File: src/rtl/sdma_pkg.sv
package sdma_pkg;
  localparam int unsigned REG_W = 3;

  typedef enum logic [1:0] {
    ADDR_CTRL   = 2'd0,
    ADDR_MASK   = 2'd1,
    ADDR_STATUS = 2'd2,
    ADDR_CLEAR  = 2'd3
  } reg_addr_e;

  localparam int unsigned BIT_RX  = 0;
  localparam int unsigned BIT_TX  = 1;
  localparam int unsigned BIT_EOT = 2;

  typedef struct packed {
    logic eot;
    logic tx_done;
    logic rx_done;
  } stat_t;
endpackage

File: src/rtl/sdma_regs.sv
module sdma_regs
  import sdma_pkg::*;
(
  input  logic             clk_i,
  input  logic             rst_ni,
  input  logic             we_i,
  input  logic [1:0]       addr_i,
  input  logic [REG_W-1:0] wdata_i,
  output logic             rx_en_o,
  output logic             tx_en_o,
  output logic [REG_W-1:0] mask_o,
  output logic             clr_rx_o,
  output logic             clr_tx_o
);
  reg_addr_e        addr;
  logic             ctrl_ce, mask_ce;
  logic [1:0]       ctrl_d, ctrl_q;
  logic [REG_W-1:0] mask_d, mask_q;

  always_comb begin
    addr     = reg_addr_e'(addr_i);
    ctrl_ce  = we_i && (addr == ADDR_CTRL);
    mask_ce  = we_i && (addr == ADDR_MASK);
    ctrl_d   = wdata_i[1:0];
    mask_d   = wdata_i;
    clr_rx_o = we_i && (addr == ADDR_CLEAR) && wdata_i[BIT_RX];
    clr_tx_o = we_i && (addr == ADDR_CLEAR) && wdata_i[BIT_TX];
  end

  always_ff @(posedge clk_i or negedge rst_ni) begin
    if (!rst_ni) begin
      ctrl_q <= '0;
      mask_q <= '0;
    end else begin
      if (ctrl_ce) ctrl_q <= ctrl_d;
      if (mask_ce) mask_q <= mask_d;
    end
  end

  assign rx_en_o = ctrl_q[BIT_RX];
  assign tx_en_o = ctrl_q[BIT_TX];
  assign mask_o  = mask_q;
endmodule

File: src/rtl/sdma_req_gen.sv
module sdma_req_gen #(
  parameter int unsigned FIFO_DEPTH  = 8,
  parameter int unsigned BURST_LEVEL = 4,
  parameter bit          COUNT_FREE  = 1'b0,
  localparam int unsigned LVL_W      = $clog2(FIFO_DEPTH + 1)
) (
  input  logic             en_i,
  input  logic [LVL_W-1:0] level_i,
  output logic             single_o,
  output logic             burst_o
);
  localparam logic [LVL_W-1:0] DEPTH_L = LVL_W'(FIFO_DEPTH);
  localparam logic [LVL_W-1:0] BURST_L = LVL_W'(BURST_LEVEL);

  logic [LVL_W-1:0] avail;

  generate
    if (COUNT_FREE) begin : g_free
      assign avail = DEPTH_L - level_i;
    end else begin : g_fill
      assign avail = level_i;
    end
  endgenerate

  always_comb begin
    single_o = en_i && (avail != '0);
    burst_o  = en_i && (avail >= BURST_L);
  end
endmodule

File: src/rtl/sdma_status.sv
module sdma_status
  import sdma_pkg::*;
(
  input  logic             clk_i,
  input  logic             rst_ni,
  input  logic             rx_done_i,
  input  logic             tx_done_i,
  input  logic             clr_rx_i,
  input  logic             clr_tx_i,
  input  logic             tx_en_i,
  input  logic             tx_empty_i,
  input  logic             shift_idle_i,
  input  logic [REG_W-1:0] mask_i,
  output stat_t            stat_o,
  output logic             irq_o
);
  logic rx_q, rx_d, rx_ce;
  logic tx_q, tx_d, tx_ce;
  logic tx_clr_ok;
  logic irq_q, irq_d;
  stat_t stat;

  always_comb begin
    tx_clr_ok = clr_tx_i && !tx_en_i;
    rx_ce     = rx_done_i || clr_rx_i;
    tx_ce     = tx_done_i || tx_clr_ok;
    rx_d      = rx_done_i;
    tx_d      = tx_done_i;
    stat.rx_done = rx_q;
    stat.tx_done = tx_q;
    stat.eot     = tx_empty_i && shift_idle_i;
    irq_d     = |(REG_W'(stat) & mask_i);
  end

  always_ff @(posedge clk_i or negedge rst_ni) begin
    if (!rst_ni) begin
      rx_q  <= 1'b0;
      tx_q  <= 1'b0;
      irq_q <= 1'b0;
    end else begin
      if (rx_ce) rx_q <= rx_d;
      if (tx_ce) tx_q <= tx_d;
      irq_q <= irq_d;
    end
  end

  assign stat_o = stat;
  assign irq_o  = irq_q;
endmodule

File: src/rtl/sdma_req_ctrl.sv
module sdma_req_ctrl
  import sdma_pkg::*;
#(
  parameter int unsigned FIFO_DEPTH  = 8,
  parameter int unsigned BURST_LEVEL = 4,
  localparam int unsigned LVL_W      = $clog2(FIFO_DEPTH + 1)
) (
  input  logic             clk_i,
  input  logic             rst_ni,
  input  logic             reg_we_i,
  input  logic [1:0]       reg_addr_i,
  input  logic [REG_W-1:0] reg_wdata_i,
  output logic [REG_W-1:0] reg_rdata_o,
  input  logic [LVL_W-1:0] rx_level_i,
  input  logic [LVL_W-1:0] tx_level_i,
  input  logic             shift_idle_i,
  input  logic             rx_done_i,
  input  logic             tx_done_i,
  output logic             rxs_o,
  output logic             rxb_o,
  output logic             txs_o,
  output logic             txb_o,
  output logic             irq_o
);
  logic             rx_en, tx_en, clr_rx, clr_tx;
  logic [REG_W-1:0] mask;
  stat_t            stat;

  sdma_regs u_regs (
    .clk_i    (clk_i),
    .rst_ni   (rst_ni),
    .we_i     (reg_we_i),
    .addr_i   (reg_addr_i),
    .wdata_i  (reg_wdata_i),
    .rx_en_o  (rx_en),
    .tx_en_o  (tx_en),
    .mask_o   (mask),
    .clr_rx_o (clr_rx),
    .clr_tx_o (clr_tx)
  );

  sdma_req_gen #(
    .FIFO_DEPTH (FIFO_DEPTH),
    .BURST_LEVEL(BURST_LEVEL),
    .COUNT_FREE (1'b0)
  ) u_rx_req (
    .en_i    (rx_en),
    .level_i (rx_level_i),
    .single_o(rxs_o),
    .burst_o (rxb_o)
  );

  sdma_req_gen #(
    .FIFO_DEPTH (FIFO_DEPTH),
    .BURST_LEVEL(BURST_LEVEL),
    .COUNT_FREE (1'b1)
  ) u_tx_req (
    .en_i    (tx_en),
    .level_i (tx_level_i),
    .single_o(txs_o),
    .burst_o (txb_o)
  );

  sdma_status u_stat (
    .clk_i       (clk_i),
    .rst_ni      (rst_ni),
    .rx_done_i   (rx_done_i),
    .tx_done_i   (tx_done_i),
    .clr_rx_i    (clr_rx),
    .clr_tx_i    (clr_tx),
    .tx_en_i     (tx_en),
    .tx_empty_i  (tx_level_i == '0),
    .shift_idle_i(shift_idle_i),
    .mask_i      (mask),
    .stat_o      (stat),
    .irq_o       (irq_o)
  );

  always_comb begin
    unique case (reg_addr_e'(reg_addr_i))
      ADDR_CTRL:   reg_rdata_o = {1'b0, tx_en, rx_en};
      ADDR_MASK:   reg_rdata_o = mask;
      ADDR_STATUS: reg_rdata_o = REG_W'(stat);
      default:     reg_rdata_o = '0;
    endcase
  end
endmodule

File: config.mk
export PLATFORM = sky130hd
export DESIGN_NAME = sdma_req_ctrl
export DESIGN_NICKNAME = d
export VERILOG_FILES = /design/src/rtl/sdma_pkg.sv /design/src/rtl/sdma_regs.sv /design/src/rtl/sdma_req_gen.sv /design/src/rtl/sdma_status.sv /design/src/rtl/sdma_req_ctrl.sv
export SDC_FILE = /design/constraint.sdc
export NUM_CORES = 1
export LEC_CHECK = 0
export BUFFER_PORTS_ARGS = -buffer_cell sky130_fd_sc_hd__buf_2
export CELL_PAD_IN_SITES_DETAIL_PLACEMENT = 2
export CELL_PAD_IN_SITES_GLOBAL_PLACEMENT = 2
export CORE_MARGIN = 2
export CORE_UTILIZATION = 23
export DETAILED_ROUTE_END_ITERATION = 6
export PLACE_DENSITY_LB_ADDON = 0.1
export SLEW_MARGIN = 20
export SYNTH_ARGS = -nofsm -noshare
export SYNTH_HDL_FRONTEND = slang
export SYNTH_SLANG_ARGS = --single-unit
File: constraint.sdc
create_clock -name clk_i -period 1.1 [get_ports clk_i]
set_input_delay 0.055 -clock clk_i [delete_from_list [all_inputs] [get_ports clk_i]]
set_output_delay 0.055 -clock clk_i [all_outputs]
set_load 0.05 [all_outputs]
==> metrics.csv <==
stage,metric,value,unit
setup_path,worst-setup-path-type,reg -> out,
drt,route.detailed.wl_per_inst,13.0,µm
drt,drtPass1Iterations,4,
cells_and_area,area_growth,60.1,%
drt,wl_met1,569,µm
clocking,clkTransAtPathRegs,50,ps
placement,port_buffers,26,
drt,drc,0,
setup_path,regToRegSetupSlack,80,ps
clocking,cts_tree,yes,
yosys,synth_ff_type,dfrtp_1,
yosys,synth-seq-cells,8,
yosys,avgSynthCellArea,11.8,µm²
outcome,violations,negative setup slack,
yosys,yosysMostFrequentCell,dfrtp_1,
outcome,status,"complete, but fails checks",
drt,met3_length,75,µm
sta,fin_worst_skew,2.55,ps
sta,setup_violations,2,
clocking,cts_root_buf,clkbuf_4,
power_and_ir_drop,ir_drop,0.000620,V
cells_and_area,antenna_cells,0,
sta,relSlewSlack,83.3,%
setup_path,critPathCaptureType,primary output,
yosys,yosysUniqueCellTypes,22,
hold_path,hold_depth,2,
cells_and_area,drive_gt1_share,59.2,%
placement,pre_cts_slack,-28.3,ps
yosys,synth_fp_nets,58,
sta,hold_viol_final,0,
grt,grt_pass1_wl,2.10,mm
hold_path,hold_path.class,in -> reg,
floorplan,pin_count,27,
cells_and_area,multi_input_area,275,µm²
yosys,synth_top_area_cell,dfrtp_1,
clocking,htree_levels,1,
floorplan,num_rows,16,
clocking,cts_made_buffers,3,
yosys,synthTopCellsByCount,"8 x dfrtp_1, 5 x mux2_2, 3 x nand3b_1, 3 x o21ai_0",
drt,drtIter0Drc,4,
setup_path,r2r-end,u_stat.tx_q$_DFFE_PN0P_,
floorplan,core,1920,µm²
setup_path,critPathLaunchType,register,
yosys,syn_inst,39,
drt,via_per_inst,4.63,
floorplan,start_util,24.0,%
sta,timing.fmax,881,MHz
drt,met2_length,618,µm
drt,vias,454,
sta,period_needed,1140,ps
sta,period_share,103,%
grt,grt_pass1_vias,463,
clocking,clock_latency,250,ps
placement,placed_area,643,µm²
hold_path,min_to,u_regs.mask_o[2]$_DFFE_PN0P_,
grt,antenna_found_initial,0,
grt,grt_max_degree,10,
sta,finalWorstSetupSlack,-35.0,ps
yosys,seq_area_frac_synth,43.5,%
yosys,synthTopCellsByArea,"dfrtp_1 43%, mux2_2 12%, nand3b_1 4.9%",
yosys,synth_edf_count,0,
grt,overflow,0,
job,maxCapViolations,0,
sta,drv_slew,0,
yosys,yosys_warnings,0,
yosys,yosys.area.top_type_share,43.5,%
floorplan,die_x,48.7,µm
setup_path,crit_required,1040,ps
clocking,clk_path_buf_depth,2,
sta,rsz0062_at_grt,true,
grt,gr-usage-all-layers,11.5,%
floorplan,dieArea,2380,µm²
drt,routed.top_layer,met4,
setup_path,arrival,1080,ps
drt,antenna_left,0,
power_and_ir_drop,cellPowerDensity,1460,nW/µm²
placement,gp_congestion,0.701,
sta,timing_worst_slew_pin_value,252,ps
cells_and_area,seq_area,200,µm²
power_and_ir_drop,power.leakage,0.317,nW
setup_path,regToRegStartpoint,u_regs.ctrl_q[1]$_DFFE_PN0P_,
setup_path,path_max_fanout,4,
cells_and_area,num-fill-cells,221,
clocking,cts_num_sinks,8,
hold_path,hold_start,reg_wdata_i[2],
drt,wirelength,1.27,mm
cells_and_area,stdcell_area,737,µm²
floorplan,die_h,48.7,µm
cells_and_area,nets,92,
yosys,async_flop_share,100,%
setup_path,reg2reg_depth,3,
yosys,synthesis.area,460,µm²
[flip-flops by register name (all words and copies together), names as in the netlist]
register	cells
u_regs.ctrl_q	2
u_regs.mask_o	3
u_stat.irq_o	1
u_stat.rx_q	1
u_stat.tx_q	1
[through the flow]
step / util (%) / hold slack, ps / std cells / setup TNS [ps] / total power, mW
after floorplan: - / -241 / 39 / 0 / 0.664
after global placement: 33.5 / -93.3 / 92 / -24.9 / 0.787
after detailed placement: 33.5 / -84.0 / 92 / -58.0 / 0.791
after CTS: 37.4 / 36.8 / 98 / -98.7 / 1.07
after global routing: 38.3 / 36.5 / 98 / -218 / 1.14
final: 38.3 / 39.9 / 98 / -69.0 / 1.07
[cells by family (layout without fill, tap and decap cells)]
kind of cell | count (synthesis) | in the layout | synth area share [%]
AOI/OAI and AO/OA | 11 | 11 | 18.5
buffers and inverters | 1 | 33 | 1.09
and+or+nand+nor | 12 | 12 | 20.4
DFF | 8 | 8 | 43.5
muxes | 7 | 7 | 16.6
[worst max-delay path: stages, from the launching register on]
cell and delay (ps):
dfrtp_1 400, mux2i_1 100, o2bb2ai_2 160, buf_6 170
[power by group]
| part | switching [mW] | leakage, nW | internal [mW] |
|---|---|---|---|
| combinational | 0.276 | 0.215 | 0.196 |
| sequential | 0.0393 | 0.0879 | 0.340 |
| clock | 0.0959 | 0.0138 | 0.125 |
| total | 0.411 | 0.317 | 0.661 |
[layout by cell type, fill, tap and decap left out, drive strengths merged, types with 2 or more instances in the layout]
cell type	instances
mux2	5
clkbuf	3
buf	28
nand3b	3
o2bb2ai	2
dlygate4sd3	2
mux2i	2
nor3b	2
dfrtp	8
o21ai	3
[layout make-up]
type                    count  area share [%]
multi-input cells          30            37.4
repair buffers             30            27.8
flip-flops and latches      8            27.2
well taps                  27            4.58
clock buffers               3            3.06
[how the worst max path moves through the flow]
stage / startpoint / end / slack (ps) / depth (start not counted)
floorplan: tx_level_i[1] / reg_rdata_o[2] / 20 / 2
global placement: tx_level_i[1] / txs_o / -10 / 4
detailed placement: tx_level_i[1] / txs_o / -30 / 4
CTS: u_regs.ctrl_q[1]$_DFFE_PN0P_ / reg_rdata_o[1] / -50 / 3
global route: u_regs.ctrl_q[1]$_DFFE_PN0P_ / reg_rdata_o[1] / -110 / 3
finish: u_regs.ctrl_q[0]$_DFFE_PN0P_ / reg_rdata_o[0] / -40 / 3
[what timing repair did]
action                                 CTS  global route
endpoints found under the hold margin    9             0
setup endpoints to repair                6             7
hold buffers                             2             0
resized for setup                        9             6
setup buffers                            1             0
pin swaps                                1             0
[per-layer routing]
layer	vias to the layer above	track usage (%)
met4	0	8.57
met1	218	14.1
met5	-	0
li1	219	-
met3	2	2.47
met2	15	17.6
Power figures use the tool's default switching activity.
